[src/rtl/dlr_pkg.sv]
package dlr_pkg;
    localparam int FIELD_W = 8;
    localparam int NUM_GRP = 2;

    typedef enum logic [FIELD_W-1:0] {
        ROLE_NONE = 8'd0,
        ROLE_SRC0 = 8'd1,
        ROLE_SRC1 = 8'd2,
        ROLE_DST0 = 8'd3,
        ROLE_DST1 = 8'd4
    } role_e;

    typedef enum logic [FIELD_W-1:0] {
        TRG_OFF  = 8'd0,
        TRG_FRAG = 8'd1,
        TRG_BLK  = 8'd2,
        TRG_XFER = 8'd3,
        TRG_LIST = 8'd4
    } trig_e;

    function automatic logic [FIELD_W-1:0] src_code(input int g);
        return FIELD_W'(int'(ROLE_SRC0) + g);
    endfunction

    function automatic logic [FIELD_W-1:0] dst_code(input int g);
        return FIELD_W'(int'(ROLE_DST0) + g);
    endfunction
endpackage

[src/rtl/dlr_chan_decode.sv]
module dlr_chan_decode
    import dlr_pkg::*;
#(
    parameter int NCH = 8
) (
    input  logic [NCH*FIELD_W-1:0]        chan_mode,
    input  logic [NCH*FIELD_W-1:0]        trig_mode,
    input  logic [NCH-1:0]                frag_done,
    input  logic [NCH-1:0]                blk_done,
    input  logic [NCH-1:0]                xfer_done,
    input  logic [NCH-1:0]                list_done,
    output logic [NUM_GRP-1:0][NCH-1:0]   src_mask,
    output logic [NUM_GRP-1:0][NCH-1:0]   dst_mask,
    output logic [NCH-1:0]                chan_evt,
    output logic                          bad_value
);
    logic [NCH-1:0] bad_ch;

    for (genvar c = 0; c < NCH; c++) begin : g_ch
        logic [FIELD_W-1:0] cm;
        logic [FIELD_W-1:0] tm;
        logic               evt;

        assign cm = chan_mode[c*FIELD_W +: FIELD_W];
        assign tm = trig_mode[c*FIELD_W +: FIELD_W];

        // select the completion level this channel reports upward
        always_comb begin
            case (tm)
                TRG_FRAG: evt = frag_done[c];
                TRG_BLK:  evt = blk_done[c];
                TRG_XFER: evt = xfer_done[c];
                TRG_LIST: evt = list_done[c];
                default:  evt = 1'b0;
            endcase
        end

        assign chan_evt[c] = evt;
        assign bad_ch[c]   = (cm > ROLE_DST1) || (tm > TRG_LIST);

        for (genvar g = 0; g < NUM_GRP; g++) begin : g_grp
            assign src_mask[g][c] = (cm == src_code(g));
            assign dst_mask[g][c] = (cm == dst_code(g));
        end
    end

    assign bad_value = |bad_ch;
endmodule

[src/rtl/dlr_group_pair.sv]
module dlr_group_pair #(
    parameter int NCH = 8
) (
    input  logic [NCH-1:0] src_mask,
    input  logic [NCH-1:0] dst_mask,
    input  logic [NCH-1:0] chan_evt,
    input  logic           glob_bad,
    output logic [NCH-1:0] start,
    output logic           dup_err
);
    localparam int CNT_W = $clog2(NCH + 1);

    function automatic logic [CNT_W-1:0] ones(input logic [NCH-1:0] v);
        logic [CNT_W-1:0] n;
        n = '0;
        for (int i = 0; i < NCH; i++) n = n + CNT_W'(v[i]);
        return n;
    endfunction

    logic src_fire;

    always_comb begin
        dup_err  = (ones(src_mask) > CNT_W'(1)) || (ones(dst_mask) > CNT_W'(1));
        src_fire = |(src_mask & chan_evt);
        start    = (src_fire && !dup_err && !glob_bad) ? dst_mask : '0;
    end
endmodule

[src/rtl/dlr_trigger_router.sv]
module dlr_trigger_router
    import dlr_pkg::*;
#(
    parameter int NCH = 8
) (
    input  logic                   clk,
    input  logic                   rst_n,
    input  logic [NCH*FIELD_W-1:0] chan_mode,
    input  logic [NCH*FIELD_W-1:0] trig_mode,
    input  logic [NCH-1:0]         frag_done,
    input  logic [NCH-1:0]         blk_done,
    input  logic [NCH-1:0]         xfer_done,
    input  logic [NCH-1:0]         list_done,
    output logic [NCH-1:0]         dst_start,
    output logic                   cfg_err
);
    typedef struct packed {
        logic [NCH-1:0] start;
        logic           err;
    } out_t;

    out_t out_d;
    out_t out_q;

    logic [NUM_GRP-1:0][NCH-1:0] src_mask;
    logic [NUM_GRP-1:0][NCH-1:0] dst_mask;
    logic [NCH-1:0]              chan_evt;
    logic                        bad_value;
    logic [NUM_GRP-1:0][NCH-1:0] grp_start;
    logic [NUM_GRP-1:0]          grp_dup;

    dlr_chan_decode #(.NCH(NCH)) u_decode (
        .chan_mode (chan_mode),
        .trig_mode (trig_mode),
        .frag_done (frag_done),
        .blk_done  (blk_done),
        .xfer_done (xfer_done),
        .list_done (list_done),
        .src_mask  (src_mask),
        .dst_mask  (dst_mask),
        .chan_evt  (chan_evt),
        .bad_value (bad_value)
    );

    for (genvar g = 0; g < NUM_GRP; g++) begin : g_pair
        dlr_group_pair #(.NCH(NCH)) u_pair (
            .src_mask (src_mask[g]),
            .dst_mask (dst_mask[g]),
            .chan_evt (chan_evt),
            .glob_bad (bad_value),
            .start    (grp_start[g]),
            .dup_err  (grp_dup[g])
        );
    end

    always_comb begin
        out_d     = '0;
        out_d.err = bad_value;
        for (int g = 0; g < NUM_GRP; g++) begin
            out_d.start = out_d.start | grp_start[g];
            out_d.err   = out_d.err | grp_dup[g];
        end
    end

    always_ff @(posedge clk or negedge rst_n) begin
        if (!rst_n) out_q <= '0;
        else        out_q <= out_d;
    end

    assign dst_start = out_q.start;
    assign cfg_err   = out_q.err;
endmodule

[config.mk]
export PLATFORM = sky130hd
export DESIGN_NAME = dlr_trigger_router
export DESIGN_NICKNAME = d
export VERILOG_FILES = /design/src/rtl/dlr_pkg.sv /design/src/rtl/dlr_chan_decode.sv /design/src/rtl/dlr_group_pair.sv /design/src/rtl/dlr_trigger_router.sv
export SDC_FILE = /design/constraint.sdc
export NUM_CORES = 1
export LEC_CHECK = 0
export BUFFER_PORTS_ARGS = -buffer_cell sky130_fd_sc_hd__buf_2
export CELL_PAD_IN_SITES_DETAIL_PLACEMENT = 0
export CELL_PAD_IN_SITES_GLOBAL_PLACEMENT = 1
export CORE_MARGIN = 4
export CORE_UTILIZATION = 25
export CTS_CLUSTER_SIZE = 40
export DETAILED_ROUTE_END_ITERATION = 8
export GPL_ROUTABILITY_DRIVEN = 0
export PLACE_DENSITY = 0.86
export SLEW_MARGIN = 10
export SYNTH_ARGS = -nofsm -noshare
export SYNTH_HDL_FRONTEND = slang
export SYNTH_HIERARCHICAL = 1
export SYNTH_SLANG_ARGS = --single-unit
[constraint.sdc]
create_clock -name clk -period 0.8 [get_ports clk]
set_input_delay 0.08 -clock clk [delete_from_list [all_inputs] [get_ports clk]]
set_output_delay 0.08 -clock clk [all_outputs]
set_load 0.02 [all_outputs]
==> results.toml <==
[synthesis]
yosysTopAreaCell = "fa_1"
synth_cells = 311
avgSynthCellArea_um2 = 7.69
yosysMostFrequentCell = "inv_1"
synth_area_um2 = 2390
yosysSeqAreaShare_pct = 9.41
synth-async-reset-ratio_pct = 100
synth_ff_type = "dfrtp_1"
ys_ff_latch = 9
yosysWarnings = 6
synth_top_cell_area_share_pct = 13.4
syn_nets = 501
ys_types = 41
synth_area_leaders = "fa_1 13%, dfrtp_1 9.4%, inv_1 6.4%, ha_1 6.3%, nor4_1 5.2%"
synth_edf_count = 0
yosys-top-cells-count = "41 x inv_1, 27 x nand2_1, 20 x nor2_1, 20 x nor4_1, 17 x nor3_1"

[global_route]
antenna_found_initial = 0
grt_usage_pct = 17.6
grt_overflow_total = 0
first_global_vias = 3684
grt_max_degree = 18
grt_first_pass_wirelength_mm = 16.4

[flow_run]
max_cap_viol_count = 0

[hold_path]
min-delay-path-class = "input pin to async pin"

[detailed_routing]
drtAntennaViolNets = 0
wl_met1_mm = 3.88
post_drt_wl_per_cell_um = 14.2
vias = 3371
firstDrtPassIters = 7
initialDrtViolationCount = 76
routed_via_density = 4.76
dr_wl_met2_mm = 5.26
drt_wl_total_mm = 10.0
wl_met3_um = 627
top_layer = "met4"
drc_errors = 0

[timing]
fin_tns_setup_ns = -30.25
setup_slack_ns = -3.47
period_share_pct = 533
finalSetupViolations = 15
fmax_ghz = 0.234
max_slew_margin_pct = 66.1
fin_hold_ws_ns = 0.228
hold_viol_final = 0
finalMaxSlewViolations = 0
rsz0062_at_grt = "true"
finalCriticalPeriod_ns = 4.27
worst_slew_pin_slew_ns = 0.508

[power_and_ir_drop]
pwr_density_cell_nw_per_um2 = 431
power.leakage_nw = 2.18
total_power_mw = 1.92
peakVddDrop_v = 0.000322

[floorplanning]
core.rowCount = 35
dieArea_um2 = 11200
core_area_um2 = 9280
die_height_um = 106
die_x_um = 106
start_util_pct = 25.8
io_pins = 171

[outcome]
violations = "setup timing"
status = "finished, violations left"

[worst_setup_path]
worstPathRequired_ns = 0.90
crit_path_end_kind = "flip-flop"
path_cells = "buf_6 > or4_4 > or2_4 > nor4b_4 > fa_1 > inv_2 > fa_1 > fa_1 > inv_1 > ha_2 > inv_2 > fa_2 > and2_4 > or3b_1 > or3_1"
crit_fanout = 3
slowest_stage = "or4_4"
criticalPathCategory = "input pin to flip-flop"
cp.arrival_ns = 4.37
crit_path_frequent_cell = "fa_1"
critPathLaunchType = "input pin"
max_stage_delay_ns = 0.54

[cells_and_area]
design_area_um2 = 4460
diodes = 0
syn_to_final_growth_pct = 86.3
multi_input_area_um2 = 2160
drive_above_1_share_pct = 58.7
finish.net_count = 770
fill_cells = 959
layoutNonFillerInstCount = 708
ff_latch_area_um2 = 225
utilization_pct = 48.0

[clock_network]
root_buffer = "clkbuf_8"
numCtsBuffers = 3
clock_sinks = 9
htreeDepth = 1
clk_pin_slew_worst_paths_ns = 0.04
cts_tree = "done"
ctsLongestPathBuffers = 2

[place]
dp.cells = 697
placed_cell_area_um2 = 4140
dpl.hpwl_mm = 9.22
portBuffers = 170
place_ws_ns = -3.75
-- layout by cell type, fill, tap and decap left out, types with 2 or more instances in the layout --
cell and n:
and3_4 3, mux2i_1 8, buf_4 102, o21ai_1 6
nor2_4 2, nor4b_1 6, and3_1 7, nor3_1 14
nand2b_1 8, nand4_1 6, nor2b_1 3, and3b_1 5
ha_1 9, inv_2 5, buf_6 11, or2_4 9
or4_4 3, dfrtp_1 9, and3b_2 2, clkbuf_8 3
inv_1 36, a22oi_1 8, nor2_2 2, o32a_1 8
o21ai_0 10, mux2_2 8, buf_2 160, ha_2 3
nor2_1 16, nor3_4 3, nand2_1 26, or4_1 13
nor4bb_1 2, nand3b_1 8, fa_1 15, and4_1 2
nor4_1 9, nor4_2 10
-- power by group --
group	switching, mW	total, mW	internal [mW]
sequential	0	0.457	0.457
combinational	0.376	0.951	0.575
clock	0.168	0.514	0.346
-- state kept, by name, indices dropped and copies added (netlist names) --
signal and count:
cfg_err 1, dst_start 8
-- worst paths after layout --
| kind | from | end | slack [ns] | cells past startpoint |
|---|---|---|---|---|
| worst max-delay path | chan_mode[29] | cfg_err | -3.47 | 15 |
| worst min-delay path | rst_n | cfg_err | 0.23 | 2 |
| max in group asynchronous | rst_n | dst_start[3] | 0.40 | 2 |
| min in group clk | chan_mode[18] | dst_start[2] | 0.52 | 6 |
-- kinds of logic after synthesis --
logic type	Yosys count	synth area share [%]
AND/OR/NAND/NOR	168	41.9
buffers and inverters	52	9.47
AO/OA/AOI/OAI	37	11.8
adder cells (fa/ha/maj)	28	19.7
multiplexers	17	7.69
flip-flops	9	9.41
-- critical path: cells and delay by family --
family	cells	cell delay, ns
fa+ha+maj	5	2.03
buf+inv	4	0.27
simple gates	6	2.00
-- layout make-up --
class                      instances  area share [%]
multi-input combinational        250            48.4
tap                              129            3.62
timing repair buffer             275            38.5
clock buffer                       4            1.01
inverter                          41            3.45
sequential                         9            5.05
-- layer usage --
layer / vias up / GRT usage [%]
li1: 1662 / -
met1: 1563 / 19.5
met2: 124 / 33.9
met3: 22 / 3.18
met4: 0 / 5.27
met5: - / 0
-- repair_timing --
action | in CTS | in global routing
setup buffers | 3 | 3
gates resized for setup | 43 | 17
setup endpoints to repair | 18 | 18
hold buffers | 1 | 0
endpoints found under the hold margin | 9 | 0
pin swaps | 4 | 4
(Power assumes the default switching activity.)
